[config.mk]
export PLATFORM = sky130hd
export DESIGN_NAME = i2c_tgt_rx_tagger
export DESIGN_NICKNAME = d
export VERILOG_FILES = /design/src/rtl/i2c_tgt_rx_pkg.sv /design/src/rtl/tgt_frame_tagger.sv /design/src/rtl/tgt_rx_fifo.sv /design/src/rtl/tgt_irq_ctrl.sv /design/src/rtl/i2c_tgt_rx_tagger.sv
export SDC_FILE = /design/constraint.sdc
export NUM_CORES = 1
export LEC_CHECK = 0
export BUFFER_PORTS_ARGS = -buffer_cell sky130_fd_sc_hd__buf_2
export CAP_MARGIN = 15
export CORE_ASPECT_RATIO = 1.25
export CORE_MARGIN = 2
export CORE_UTILIZATION = 45
export DETAILED_ROUTE_END_ITERATION = 8
export PLACE_DENSITY = 0.74
export SYNTH_ARGS = -nofsm -noshare
export SYNTH_HDL_FRONTEND = slang
export SYNTH_SLANG_ARGS = --single-unit
[constraint.sdc]
create_clock -name clk -period 10.4 [get_ports clk]
set_input_delay 0.52 -clock clk [delete_from_list [all_inputs] [get_ports clk]]
set_output_delay 0.52 -clock clk [all_outputs]
set_load 0.01 [all_outputs]
[src/rtl/i2c_tgt_rx_pkg.sv]
package i2c_tgt_rx_pkg;
  typedef enum logic [1:0] {
    TAG_EMPTY = 2'd0,
    TAG_START = 2'd1,
    TAG_DATA  = 2'd2,
    TAG_END   = 2'd3
  } rx_tag_e;

  typedef struct packed {
    rx_tag_e    tag;
    logic [7:0] data;
  } rx_entry_t;

  localparam int unsigned STAT_W     = 3;
  localparam int unsigned STAT_RXEV  = 0;
  localparam int unsigned STAT_FULL  = 1;
  localparam int unsigned STAT_RDREQ = 2;

  localparam logic [1:0] SEL_ADDR = 2'd0;
  localparam logic [1:0] SEL_FCTL = 2'd1;
  localparam logic [1:0] SEL_IEN  = 2'd2;
  localparam logic [1:0] SEL_STAT = 2'd3;

  localparam int unsigned FCTL_RX_FLUSH_BIT = 31;
  localparam int unsigned FCTL_TX_FLUSH_BIT = 30;
endpackage

[src/rtl/tgt_frame_tagger.sv]
module tgt_frame_tagger
  import i2c_tgt_rx_pkg::*;
(
  input  logic       clk,
  input  logic       rst,
  input  logic       ev_start,
  input  logic       ev_byte_vld,
  input  logic [7:0] ev_byte,
  input  logic       ev_stop,
  input  logic [6:0] own_addr,
  input  logic       addr_en,
  output logic       push_vld,
  output rx_entry_t  push_entry,
  output logic       rd_req
);
  logic       expect_addr;
  logic       in_frame;
  logic       wr_seen;
  logic       pend_vld;
  logic [7:0] pend_data;
  logic       hit;

  assign hit = addr_en && (ev_byte[7:1] == own_addr);

  always_ff @(posedge clk) begin
    if (rst) begin
      expect_addr <= 1'b0;
      in_frame    <= 1'b0;
      wr_seen     <= 1'b0;
      pend_vld    <= 1'b0;
      pend_data   <= '0;
      push_vld    <= 1'b0;
      push_entry  <= '0;
      rd_req      <= 1'b0;
    end else begin
      push_vld <= 1'b0;
      rd_req   <= 1'b0;
      if (ev_start) begin
        if (pend_vld) begin
          push_vld   <= 1'b1;
          push_entry <= '{tag: TAG_END, data: pend_data};
        end
        pend_vld    <= 1'b0;
        expect_addr <= 1'b1;
        in_frame    <= 1'b0;
      end else if (ev_stop) begin
        if (pend_vld) begin
          push_vld   <= 1'b1;
          push_entry <= '{tag: TAG_END, data: pend_data};
        end
        pend_vld    <= 1'b0;
        expect_addr <= 1'b0;
        in_frame    <= 1'b0;
        wr_seen     <= 1'b0;
      end else if (ev_byte_vld) begin
        if (expect_addr) begin
          expect_addr <= 1'b0;
          if (hit && !ev_byte[0]) begin
            push_vld   <= 1'b1;
            push_entry <= '{tag: TAG_START, data: ev_byte};
            in_frame   <= 1'b1;
            wr_seen    <= 1'b1;
          end else if (hit && ev_byte[0] && wr_seen) begin
            rd_req <= 1'b1;
          end
        end else if (in_frame) begin
          if (pend_vld) begin
            push_vld   <= 1'b1;
            push_entry <= '{tag: TAG_DATA, data: pend_data};
          end
          pend_data <= ev_byte;
          pend_vld  <= 1'b1;
        end
      end
    end
  end

  // a start entry always comes from a write address byte one cycle earlier
  a_r2_start_from_write_addr: assert property (@(posedge clk) disable iff (rst)
    (push_vld && push_entry.tag == TAG_START) |-> ($past(ev_byte_vld) && !$past(ev_byte[0])));

  // the entry produced by a stop can only be an end entry
  a_r3_stop_gives_end: assert property (@(posedge clk) disable iff (rst)
    ev_stop |=> (!push_vld || push_entry.tag == TAG_END));

  // a read request follows a read address byte
  a_r4_rdreq_after_read_addr: assert property (@(posedge clk) disable iff (rst)
    rd_req |-> ($past(ev_byte_vld) && $past(ev_byte[0])));

  // a read request lasts a single cycle
  a_r4_rdreq_pulse: assert property (@(posedge clk) disable iff (rst)
    rd_req |=> !rd_req);
endmodule

[src/rtl/tgt_rx_fifo.sv]
module tgt_rx_fifo
  import i2c_tgt_rx_pkg::*;
#(
  parameter int unsigned DEPTH = 16
) (
  input  logic      clk,
  input  logic      rst,
  input  logic      flush,
  input  logic      push,
  input  rx_entry_t din,
  input  logic      pop,
  output rx_entry_t dout,
  output logic      empty,
  output logic      full
);
  localparam int unsigned AW    = (DEPTH > 1) ? $clog2(DEPTH) : 1;
  localparam int unsigned CNT_W = AW + 1;
  localparam logic [CNT_W-1:0] DEPTH_C = CNT_W'(DEPTH);

  rx_entry_t        mem [DEPTH];
  logic [CNT_W-1:0] wr_ptr;
  logic [CNT_W-1:0] rd_ptr;
  logic [CNT_W-1:0] count;
  logic             wr_en;
  logic             rd_en;
  rx_entry_t        rd_raw;
  logic             rd_hit;

  assign count = wr_ptr - rd_ptr;
  assign empty = (count == '0);
  assign full  = (count == DEPTH_C);
  assign wr_en = push && !full && !flush;
  assign rd_en = pop && !empty && !flush;

  always_ff @(posedge clk) begin
    if (wr_en) mem[wr_ptr[AW-1:0]] <= din;
  end

  always_ff @(posedge clk) begin
    if (pop) rd_raw <= mem[rd_ptr[AW-1:0]];
  end

  always_ff @(posedge clk) begin
    if (rst) begin
      wr_ptr <= '0;
      rd_ptr <= '0;
      rd_hit <= 1'b0;
    end else begin
      if (flush) begin
        wr_ptr <= '0;
        rd_ptr <= '0;
      end else begin
        if (wr_en) wr_ptr <= wr_ptr + 1'b1;
        if (rd_en) rd_ptr <= rd_ptr + 1'b1;
      end
      if (pop) rd_hit <= rd_en;
    end
  end

  assign dout = rd_hit ? rd_raw : '0;

  // occupancy never exceeds the depth
  a_r6_no_overflow: assert property (@(posedge clk) disable iff (rst)
    count <= DEPTH_C);

  // a push into a full FIFO without pop or flush leaves it full
  a_r6_full_holds: assert property (@(posedge clk) disable iff (rst)
    (full && push && !pop && !flush) |=> full);

  // flush leaves nothing to read
  a_r9_flush_empties: assert property (@(posedge clk) disable iff (rst)
    (flush && !push) |=> empty);
endmodule

[src/rtl/tgt_irq_ctrl.sv]
module tgt_irq_ctrl
  import i2c_tgt_rx_pkg::*;
(
  input  logic              clk,
  input  logic              rst,
  input  logic [STAT_W-1:0] set_vec,
  input  logic              clr_we,
  input  logic [STAT_W-1:0] clr_vec,
  input  logic              ien_we,
  input  logic [STAT_W-1:0] ien_wdata,
  output logic [STAT_W-1:0] stat,
  output logic              irq
);
  logic [STAT_W-1:0] ien;
  logic [STAT_W-1:0] clr_mask;

  assign clr_mask = clr_we ? clr_vec : '0;

  always_ff @(posedge clk) begin
    if (rst) begin
      stat <= '0;
      ien  <= '0;
      irq  <= 1'b0;
    end else begin
      stat <= (stat & ~clr_mask) | set_vec;
      if (ien_we) ien <= ien_wdata;
      irq <= |(stat & ien);
    end
  end

  for (genvar i = 0; i < STAT_W; i++) begin : g_sticky
    // a status bit stays set until written with 1
    a_r8_sticky: assert property (@(posedge clk) disable iff (rst)
      (stat[i] && !clr_mask[i]) |=> stat[i]);
  end

  // no interrupt can follow a cycle without any status bit
  a_r8_irq_needs_status: assert property (@(posedge clk) disable iff (rst)
    (stat == '0) |=> !irq);
endmodule

[src/rtl/i2c_tgt_rx_tagger.sv]
module i2c_tgt_rx_tagger
  import i2c_tgt_rx_pkg::*;
#(
  parameter int unsigned FIFO_DEPTH = 16,
  parameter int unsigned WORD_W     = 32
) (
  input  logic        clk,
  input  logic        rst,
  input  logic        ev_start,
  input  logic        ev_byte_vld,
  input  logic [7:0]  ev_byte,
  input  logic        ev_stop,
  input  logic        reg_we,
  input  logic [1:0]  reg_sel,
  input  logic [31:0] reg_wdata,
  input  logic        rx_pop,
  output logic [31:0] rx_word,
  output logic [2:0]  irq_stat,
  output logic        irq,
  output logic        tx_flush
);
  localparam int unsigned PAD_W = WORD_W - 2 - 8;

  logic [6:0]        own_addr;
  logic              addr_en;
  logic              push_vld;
  rx_entry_t         push_entry;
  logic              rd_req;
  logic              rx_flush;
  rx_entry_t         head;
  logic              f_empty;
  logic              f_full;
  logic [STAT_W-1:0] set_vec;

  always_ff @(posedge clk) begin
    if (rst) begin
      own_addr <= '0;
      addr_en  <= 1'b0;
      tx_flush <= 1'b0;
    end else begin
      if (reg_we && reg_sel == SEL_ADDR) begin
        own_addr <= reg_wdata[6:0];
        addr_en  <= reg_wdata[7];
      end
      tx_flush <= reg_we && (reg_sel == SEL_FCTL) && reg_wdata[FCTL_TX_FLUSH_BIT];
    end
  end

  assign rx_flush = reg_we && (reg_sel == SEL_FCTL) && reg_wdata[FCTL_RX_FLUSH_BIT];

  tgt_frame_tagger u_tagger (
    .clk        (clk),
    .rst        (rst),
    .ev_start   (ev_start),
    .ev_byte_vld(ev_byte_vld),
    .ev_byte    (ev_byte),
    .ev_stop    (ev_stop),
    .own_addr   (own_addr),
    .addr_en    (addr_en),
    .push_vld   (push_vld),
    .push_entry (push_entry),
    .rd_req     (rd_req)
  );

  tgt_rx_fifo #(.DEPTH(FIFO_DEPTH)) u_fifo (
    .clk  (clk),
    .rst  (rst),
    .flush(rx_flush),
    .push (push_vld),
    .din  (push_entry),
    .pop  (rx_pop),
    .dout (head),
    .empty(f_empty),
    .full (f_full)
  );

  always_comb begin
    set_vec             = '0;
    set_vec[STAT_RXEV]  = !f_empty;
    set_vec[STAT_FULL]  = f_full;
    set_vec[STAT_RDREQ] = rd_req;
  end

  tgt_irq_ctrl u_irq (
    .clk      (clk),
    .rst      (rst),
    .set_vec  (set_vec),
    .clr_we   (reg_we && reg_sel == SEL_STAT),
    .clr_vec  (reg_wdata[STAT_W-1:0]),
    .ien_we   (reg_we && reg_sel == SEL_IEN),
    .ien_wdata(reg_wdata[STAT_W-1:0]),
    .stat     (irq_stat),
    .irq      (irq)
  );

  assign rx_word = {head.tag, {PAD_W{1'b0}}, head.data};

  // bus events from the byte engine arrive one at a time
  a_r3_events_exclusive: assert property (@(posedge clk) disable iff (rst)
    $onehot0({ev_start, ev_byte_vld, ev_stop}));

  // the transmit flush is a single-cycle pulse for a single write
  a_r9_txflush_pulse: assert property (@(posedge clk) disable iff (rst)
    (tx_flush && !$past(reg_we)) |-> 1'b0);
endmodule

==> results of run 1 <==
## critical path, stage by stage (launching register included)
cell       delay, ns
dfxtp_1         0.30
buf_4           0.38
inv_1           0.29
ha_1            0.42
and3b_1         0.25
o211a_1         0.27
o2111ai_1       0.47
nand3_1         0.26
nor2_1          0.85
## flip-flops by register name, summed over array words and instances, names as in the netlist, 3 cells and up
| signal | flops |
|---|---|
| u_fifo.mem | 160 |
| u_fifo.rd_raw | 10 |
| u_tagger.push_entry | 10 |
| u_tagger.pend_data | 8 |
| own_addr | 7 |
| u_fifo.rd_ptr | 5 |
| u_fifo.wr_ptr | 5 |
| u_irq.ien | 3 |
| u_irq.stat | 3 |
## report_power, final
| group | total, W | internal, W | switching, W |
|---|---|---|---|
| clock | 0.000765 | 0.000455 | 0.000310 |
| sequential | 0.000994 | 0.000973 | 0.0000213 |
| combinational | 0.000249 | 0.000117 | 0.000132 |
## layer usage
metal	part of all wire (%)	vias to the layer above	wire (microns)
met5	0	-	0
met4	2.2	0	395
met3	5.6	31	1030
met2	53	197	9760
met1	39	2607	7110
li1	-	2351	-
## area by class of cell
cell class	instances	area, sq um	share of cell area, %
timing repair buffer	47	250	2.45
inverter	10	37.5	0.368
tap	270	338	3.31
sequential	221	6130	60.0
clock buffer	36	656	6.42
clock inverter	4	47.5	0.466
multi-input combinational	344	2760	27.0
## stage by stage
step	instance area, sq um	util, %	setup slack, ns	instances	power, W
finish	10200	51.0	6.48	932	0.00201
global route	10200	51.0	6.19	932	0.00208
CTS	10200	51.0	6.44	932	0.00203
detailed placement	9510	47.5	6.46	892	0.00126
global placement	9510	47.5	6.56	892	0.00126
floorplan	9200	-	6.77	626	0.00120
## final timing paths
path | depth (start not counted) | startpoint | slack (ns) | endpoint
setup / recovery | 8 | u_fifo.rd_ptr[1]$_SDFFE_PP0P_ | 6.48 | u_fifo.mem[15][5]$_DFFE_PP_
hold / removal | 3 | reg_wdata[6] | 0.27 | own_addr[6]$_SDFFE_PP0P_
setup reg to reg | 8 | u_fifo.rd_ptr[1]$_SDFFE_PP0P_ | 6.48 | u_fifo.mem[15][5]$_DFFE_PP_
hold reg to reg | 2 | u_tagger.wr_seen$_SDFFE_PP0P_ | 0.45 | u_tagger.rd_req$_SDFF_PP0_
## cells in the final DEF (no fill, tap or decap), types with 5 or more instances in the layout
cell / count
a21oi_1: 15
a22oi_1: 9
a31oi_1: 11
and2_1: 14
and3_1: 24
buf_2: 41
buf_4: 6
clkbuf_1: 9
clkbuf_16: 23
conb_1: 22
dfxtp_1: 50
edfxtp_1: 170
ha_1: 9
inv_1: 10
mux2i_1: 20
mux4_2: 40
nand2_1: 53
nand2b_1: 13
nand3_1: 8
nor2_1: 33
nor2b_1: 5
nor3_1: 6
nor4_1: 5
o21ai_0: 5
o22ai_1: 8
xor2_1: 8
## cells by family (layout without fill, tap and decap cells)
logic type | after synthesis | after routing | synth area share (%)
xor+xnor | 11 | 11 | 1.21
flops | 221 | 221 | 67.2
simple gates | 178 | 178 | 10.1
mux | 60 | 60 | 12.1
compound gates | 64 | 64 | 4.67
fa+ha+maj | 9 | 9 | 1.24
buf+inv | 61 | 97 | 3.49
other cells | 1 | 22 | 0.0411
==> flow_metrics.tcl, run 1 <==
set metrics [dict create \
    grt_use_met3_pct 2.45 \
    max-vdd-ir-drop_mv 0.132 \
    ys_seq_area_share_pct 67.2 \
    gr-total-overflow 0 \
    max_cap_viol_count 0 \
    cts.repair.resized 0 \
    setup_viol 0 \
    io_buffers 41 \
    synth_edf_count 170 \
    cp-start-kind "register" \
    floorplan.core_area_sq_um 20000 \
    nFillCells 1652 \
    grt_pass1_wl_microns 28600 \
    worstHoldPathType "input port to register" \
    status "finished clean" \
    antenna_left 0 \
    worstPathArrival_ns 4.02 \
    dominantRegCellSynth "edfxtp_1" \
    synth_most_common_cell "edfxtp_1" \
    clkTransAtPathRegs_ns 0.06 \
    crit_path_end_kind "register" \
    vias_per_cell 5.56 \
    area_delta_synth_final_pct 12.0 \
    worstPathMaxFanout 34 \
    synth_seq_cells 221 \
    die-width_microns 131 \
    top_usage_layer "met2" \
    yosysTopAreaCell "edfxtp_1" \
    fmax_mhz 255 \
    cts_setup_buffers 0 \
    clk_latency_ns 0.50 \
    finClkSkew_ns 0.0191 \
    grt_antenna_before_repair 0 \
    synth.top_cells.by_area "edfxtp_1, dfxtp_1, mux4_2" \
    fin_crit_ns 3.92 \
    dieHeight_microns 163 \
    rsz0062_at_grt "no" \
    grt.met2_usage_pct 31.8 \
    crit_type "register to register" \
    synthesis.area_sq_um 9120 \
    final_hold_viol_count 0 \
    final_nets 704 \
    yosys-top-cells-count "edfxtp_1, nand2_1, dfxtp_1" \
    cts_hold_buf 0 \
    dieArea_sq_um 21400 \
    ys_types 50 \
    synth_top_cell_area_share_pct 56.0 \
    wl_per_cell_microns 19.6 \
    slew_headroom_pct 29.9 \
    power.leakage_nw 3.62 \
    powerDensity_nw_per_um2 197 \
    synth-async-reset-ratio_pct 0 \
    syn_inst 605 \
    firstDrtPassIters 4 \
    drv_slew 0 \
    cts-root-buf "clkbuf_16" \
    cts_tree "yes" \
    gr-usage-all-layers_pct 17.1 \
    grt_pass1_vias 5277 \
    totalWireLength_microns 18300 \
    yosys_warnings 0 \
    row_count 58 \
    place_congestion 0.811 \
    htree_levels 1 \
    cts_buffer_depth 3 \
    cts_sinks 221 \
    drive_above_1_share_pct 18.7 \
    route.detailed.drc 0 \
    vias 5186 \
    ioPinCount 86 \
    grt_max_degree 46 \
    tns_ns 0 \
    tightest_slew_ns 1.05 \
    numCtsBuffers 22 \
    hpwlAfterDp_microns 11800 \
    required_ns 10.51 \
    diodes 0 \
    holdWs_ns 0.267 \
    avgSynthCellArea_sq_um 15.1 \
    met1_usage_pct 20.9 \
    initial_core_util_pct 45.5 \
    first_iter_violations 450 \
    finalCritPeriodShare_pct 37.6 \
]
(Power assumes the default switching activity.)
==> inputs of run 2 (changes only) <==
- ABC_AREA: unset -> 1
- clock period: 10.4 -> 3.9 ns (I/O delays scaled with it)
==> flow_metrics.tcl, run 2 <==
set metrics [dict create \
    cts_hold_buf 16 \
    synth_most_common_cell "edfxtp_1" \
    synthesis.area_sq_um 9490 \
    ys_types 37 \
    cts_sinks 221 \
    powerDensity_nw_per_um2 521 \
    worstHoldPathType "input port to register" \
    antenna_left 0 \
    status "finished clean" \
    htree_levels 1 \
    routed-wl-met2_microns 10600 \
    ff2ff_setup_slack_ns 0.71 \
    synth-async-reset-ratio_pct 0 \
    avgSynthCellArea_sq_um 10.7 \
    dr.max_layer_used "met4" \
    largest_reg_flops 160 \
    firstDrtPassIters 5 \
    worstPathArrival_ns 3.37 \
    dieArea_sq_um 22300 \
    setup_viol 0 \
    diodes 0 \
    crit_path_end_kind "register" \
    hpwlAfterDp_microns 12900 \
    max-vdd-ir-drop_mv 0.345 \
    tightest_slew_ns 0.815 \
    final_hold_viol_count 0 \
    vias 6550 \
    synth_edf_count 170 \
    hold_path_depth 3 \
    drive_above_1_share_pct 13.0 \
    met1Wirelength_microns 8280 \
    synth_seq_cells 221 \
    synth.top_cells.by_area "edfxtp_1, dfxtp_1, o21ai_0" \
    post-route-util_pct 51.5 \
    wl_per_cell_microns 16.8 \
    ff_latch_area_sq_um 6130 \
    switching_power_w 0.00159 \
    drv_slew 0 \
    grt_max_degree 84 \
    clkTransAtPathRegs_ns 0.07 \
    cts-root-buf "clkbuf_16" \
    totalWireLength_microns 20700 \
    max_cap_viol_count 0 \
    cts_buffer_depth 3 \
    finalCritPeriodShare_pct 81.7 \
    dominantRegCellSynth "edfxtp_1" \
    crit_chain "inv_1 > ha_1 > nand2_1 > clkinv_1 > nand2_2 > nand2_2 > nand2_1 > nand2_2 > nand2_4 > nand2_4 > nor3_1 > buf_4" \
    pwr-share-comb_pct 17.9 \
    grt_pass1_wl_microns 33000 \
    slew_headroom_pct 45.6 \
    tns_ns 0 \
    area_delta_synth_final_pct 12.5 \
    io_buffers 41 \
    reg2regPathDepth 12 \
    seq_power_share_pct 48.4 \
    cpMostUsedCell "nand2_2" \
    gr-usage-all-layers_pct 18.7 \
    worstPathMaxFanout 21 \
    ioPinCount 86 \
    finClkSkew_ns 0.0162 \
    layout_commonest_cell "edfxtp_1" \
    syn_inst 888 \
    initial_core_util_pct 45.7 \
    required_ns 4.08 \
    dr_wl_met3_microns 1160 \
    grt_pass1_vias 6470 \
    power.leakage_nw 3.97 \
    final_cell_mix "edfxtp_1, nor2_1, o21ai_0" \
    fin_crit_ns 3.19 \
    floorplan.core_area_sq_um 20700 \
    grt_antenna_before_repair 0 \
    switching_share_pct 28.5 \
    cpMaxStageDelayCell "dfxtp_1" \
    yosys-top-cells-count "edfxtp_1, nor2_1, o21ai_0" \
    numCtsBuffers 20 \
    nFillCells 1785 \
    fmax_mhz 314 \
    vias_per_cell 5.31 \
    yosys_warnings 0 \
    die-width_microns 134 \
    cts_tree "yes" \
    cts_setup_buffers 0 \
    yosysTopAreaCell "edfxtp_1" \
    gr-total-overflow 0 \
    dieHeight_microns 166 \
    p_int_w 0.00398 \
    row_count 59 \
    ys_seq_area_share_pct 64.6 \
    share_clk_of_total_power_pct 33.7 \
    crit_type "register to register" \
    cts.repair.resized 0 \
    clk_latency_ns 0.49 \
    cp-start-kind "register" \
    place_congestion 0.813 \
    first_iter_violations 423 \
    route.detailed.drc 0 \
    multiInputGateArea_sq_um 2820 \
    final_nets 1003 \
    synth_top_cell_area_share_pct 53.8 \
    cpPeakStageDelay_ns 0.80 \
    rsz0062_at_grt "no" \
    holdWs_ns 0.00862 \
]
## run 2: final timing paths
| path | start | endpoint |
|---|---|---|
| min reg2reg | u_irq.ien[0]$_SDFFE_PP0P_ | u_irq.ien[0]$_SDFFE_PP0P_ |
| max reg2reg | u_fifo.rd_ptr[2]$_SDFFE_PP0P_ | u_fifo.mem[0][4]$_DFFE_PP_ |
| max | u_fifo.rd_ptr[2]$_SDFFE_PP0P_ | u_fifo.mem[0][4]$_DFFE_PP_ |
| min | ev_byte[3] | u_tagger.pend_data[3]$_SDFFE_PP0P_ |
## run 2: final cells by class
type / count / share of cell area (%)
Clock buffer: 28 / 5.17
Clock inverter: 8 / 0.621
Inverter: 69 / 2.43
Multi-Input combinational cell: 556 / 26.4
Sequential cell: 221 / 57.4
Tap cell: 274 / 3.21
Timing Repair Buffer: 77 / 4.83
## run 2: cells by family after synthesis
group | count (synthesis) | share of synthesized area, %
simple gates | 302 | 13.8
flops | 221 | 64.6
compound gates | 212 | 12.8
buf+inv | 132 | 6.59
xor+xnor | 11 | 1.02
fa+ha+maj | 9 | 1.19
other cells | 1 | 0.0395
## run 2: metal layers
| metal | GRT usage (%) | vias to the layer above |
|---|---|---|
| li1 | - | 3181 |
| met1 | 22.6 | 3115 |
| met2 | 34.2 | 217 |
| met3 | 2.38 | 37 |
| met4 | 6.20 | 0 |
| met5 | 0 | - |
## run 2: per-stage QoR
stage / setup slack [ns] / cell area (sq um) / instances / total power (W)
after floorplan: 1.06 / 9570 / 909 / 0.00343
after global placement: 0.814 / 9900 / 1181 / 0.00370
after detailed placement: 0.766 / 9900 / 1181 / 0.00372
after CTS: 0.726 / 10700 / 1233 / 0.00558
after global routing: 0.480 / 10700 / 1233 / 0.00580
final: 0.712 / 10700 / 1233 / 0.00556
## run 2: power groups by stage
stage               logic, W  clock network (W)  registers, W
floorplan           0.000724                  0       0.00271
global placement    0.000957                  0       0.00274
detailed placement  0.000974                  0       0.00274
CTS                 0.000992            0.00190       0.00269
global route         0.00112            0.00199       0.00270
finish              0.000995            0.00188       0.00269
## run 2: critical path, delay by kind of cell, from the launching register on
kind | cells | cell delay [ns]
AND/OR/NAND/NOR | 8 | 0.90
flip-flops | 1 | 0.80
buffers and inverters | 3 | 0.70
adder cells (fa/ha/maj) | 1 | 0.47
==> inputs of run 3 (changes only) <==
- clock period: 3.9 -> 3.3 ns (I/O delays scaled with it)
==> flow_metrics.tcl, run 3 (synthesis gave the netlist of run 2 again) <==
set metrics [dict create \
    required_ns 3.49 \
    status "finished clean" \
    final_cell_mix "edfxtp_1, nor2_1, o21ai_0" \
    dieArea_sq_um 22300 \
    row_count 59 \
    dieHeight_microns 166 \
    place_congestion 0.820 \
    layout_commonest_cell "edfxtp_1" \
    crit_type "register to register" \
    gr-usage-all-layers_pct 18.1 \
    final_nets 1012 \
    die-width_microns 134 \
    placed_area_sq_um 9930 \
    final_hold_viol_count 0 \
    htree_levels 1 \
    vias_per_cell 5.27 \
    route.detailed.drc 0 \
    fin_crit_ns 2.50 \
    max_cap_viol_count 0 \
    clk_latency_ns 0.49 \
    finalPower_w 0.00655 \
    area_delta_synth_final_pct 13.4 \
    worstHoldPathType "input port to register" \
    clkTransAtPathRegs_ns 0.07 \
    power.leakage_nw 4.00 \
    vias 6534 \
    cp-start-kind "register" \
    drive_above_1_share_pct 13.2 \
    antenna_left 0 \
    dp.cells 1185 \
    finalCritPeriodShare_pct 75.6 \
    totalWireLength_microns 20400 \
    layout_setup_ws_ns 0.804 \
    gr-total-overflow 0 \
    initial_core_util_pct 45.7 \
    powerDensity_nw_per_um2 609 \
    floorplan.core_area_sq_um 20700 \
    slew_headroom_pct 44.2 \
    cts_tree "yes" \
    final_area_sq_um 10800 \
    drv_slew 0 \
    cts_buffer_depth 3 \
    first_iter_violations 468 \
    diodes 0 \
    crit_path_end_kind "register" \
    cts.repair.resized 0 \
    worstPathArrival_ns 2.68 \
    wl_per_cell_microns 16.5 \
    rsz0062_at_grt "no" \
    fmax_mhz 401 \
    grt_pass1_wl_microns 31900 \
    numCtsBuffers 20 \
    firstDrtPassIters 7 \
    cts_setup_buffers 0 \
    largest_reg_flops 160 \
    hpwlAfterDp_microns 12800 \
    tns_ns 0 \
    cts_hold_buf 21 \
    grt_antenna_before_repair 0 \
    finClkSkew_ns 0.0129 \
    cts_sinks 221 \
    cts-root-buf "clkbuf_16" \
    tightest_slew_ns 0.834 \
    grt_pass1_vias 6312 \
    grt_max_degree 52 \
    max-vdd-ir-drop_mv 0.389 \
    pre_cts_ws_ns 0.859 \
    ioPinCount 86 \
    io_buffers 41 \
    fin_cells 1241 \
    worstPathMaxFanout 41 \
    setup_viol 0 \
]
run 3: changes by cell type in the layout (fill, tap and decap cells not counted), sizes merged:
cell,change
inv,-1
clkbuf,+2
clkinvlp,+1
clkinv,-3
dlygate4sd3,+5
buf,+4
run 3: metrics by stage:
stage	hold WS, ns	utilization (%)
floorplan	0.277	-
global placement	0.388	47.9
detailed placement	0.395	47.9
CTS	0.00434	51.9
global route	0.00693	51.9
finish	0.0117	51.9
run 3: worst paths after layout:
| kind | from | cells after the start | slack (ns) | endpoint |
|---|---|---|---|---|
| setup / recovery | u_fifo.rd_ptr[0]$_SDFFE_PP0P_ | 13 | 0.80 | u_fifo.mem[1][7]$_DFFE_PP_ |
| hold / removal | rst | 2 | 0.01 | u_fifo.rd_hit$_SDFFE_PP0P_ |
| setup reg to reg | u_fifo.rd_ptr[0]$_SDFFE_PP0P_ | 13 | 0.80 | u_fifo.mem[1][7]$_DFFE_PP_ |
| hold reg to reg | u_irq.ien[0]$_SDFFE_PP0P_ | 2 | 0.45 | u_irq.ien[0]$_SDFFE_PP0P_ |
run 3: layout make-up:
| type | count | area, sq um |
|---|---|---|
| fill | 1749 | 9980 |
| sequential | 221 | 6130 |
| multi-input combinational | 556 | 2820 |
| timing repair buffer | 86 | 596 |
| clock buffer | 30 | 569 |
| tap | 274 | 343 |
| inverter | 69 | 259 |
| clock inverter | 5 | 51.3 |
run 3: routing by layer:
| metal | part of all wire, % | global-route usage (%) | wire [microns] | vias up |
|---|---|---|---|---|
| met2 | 52 | 33.4 | 10700 | 212 |
| met5 | 0 | 0 | 0 | - |
| met3 | 5.4 | 2.14 | 1100 | 35 |
| met1 | 39 | 21.1 | 7950 | 3097 |
| li1 | - | - | - | 3190 |
| met4 | 3.3 | 7.77 | 665 | 0 |
run 3: power by group:
part	switching (W)	internal [W]	total, W
clock	0.000925	0.00127	0.00220
combinational	0.000802	0.000373	0.00117
sequential	0.0000906	0.00309	0.00318
total	0.00182	0.00473	0.00655
run 3: worst max-delay path, stage by stage, from the launching register on:
cell and delay (ns):
dfxtp_2 0.35, buf_4 0.36, ha_1 0.21, inv_1 0.06
nand2_1 0.07, nand2_1 0.08, nand2_2 0.09, nand2_2 0.05
nand2_1 0.07, nand2_2 0.06, nand2_4 0.11, nand2_4 0.16
nor3_1 0.24, buf_4 0.25
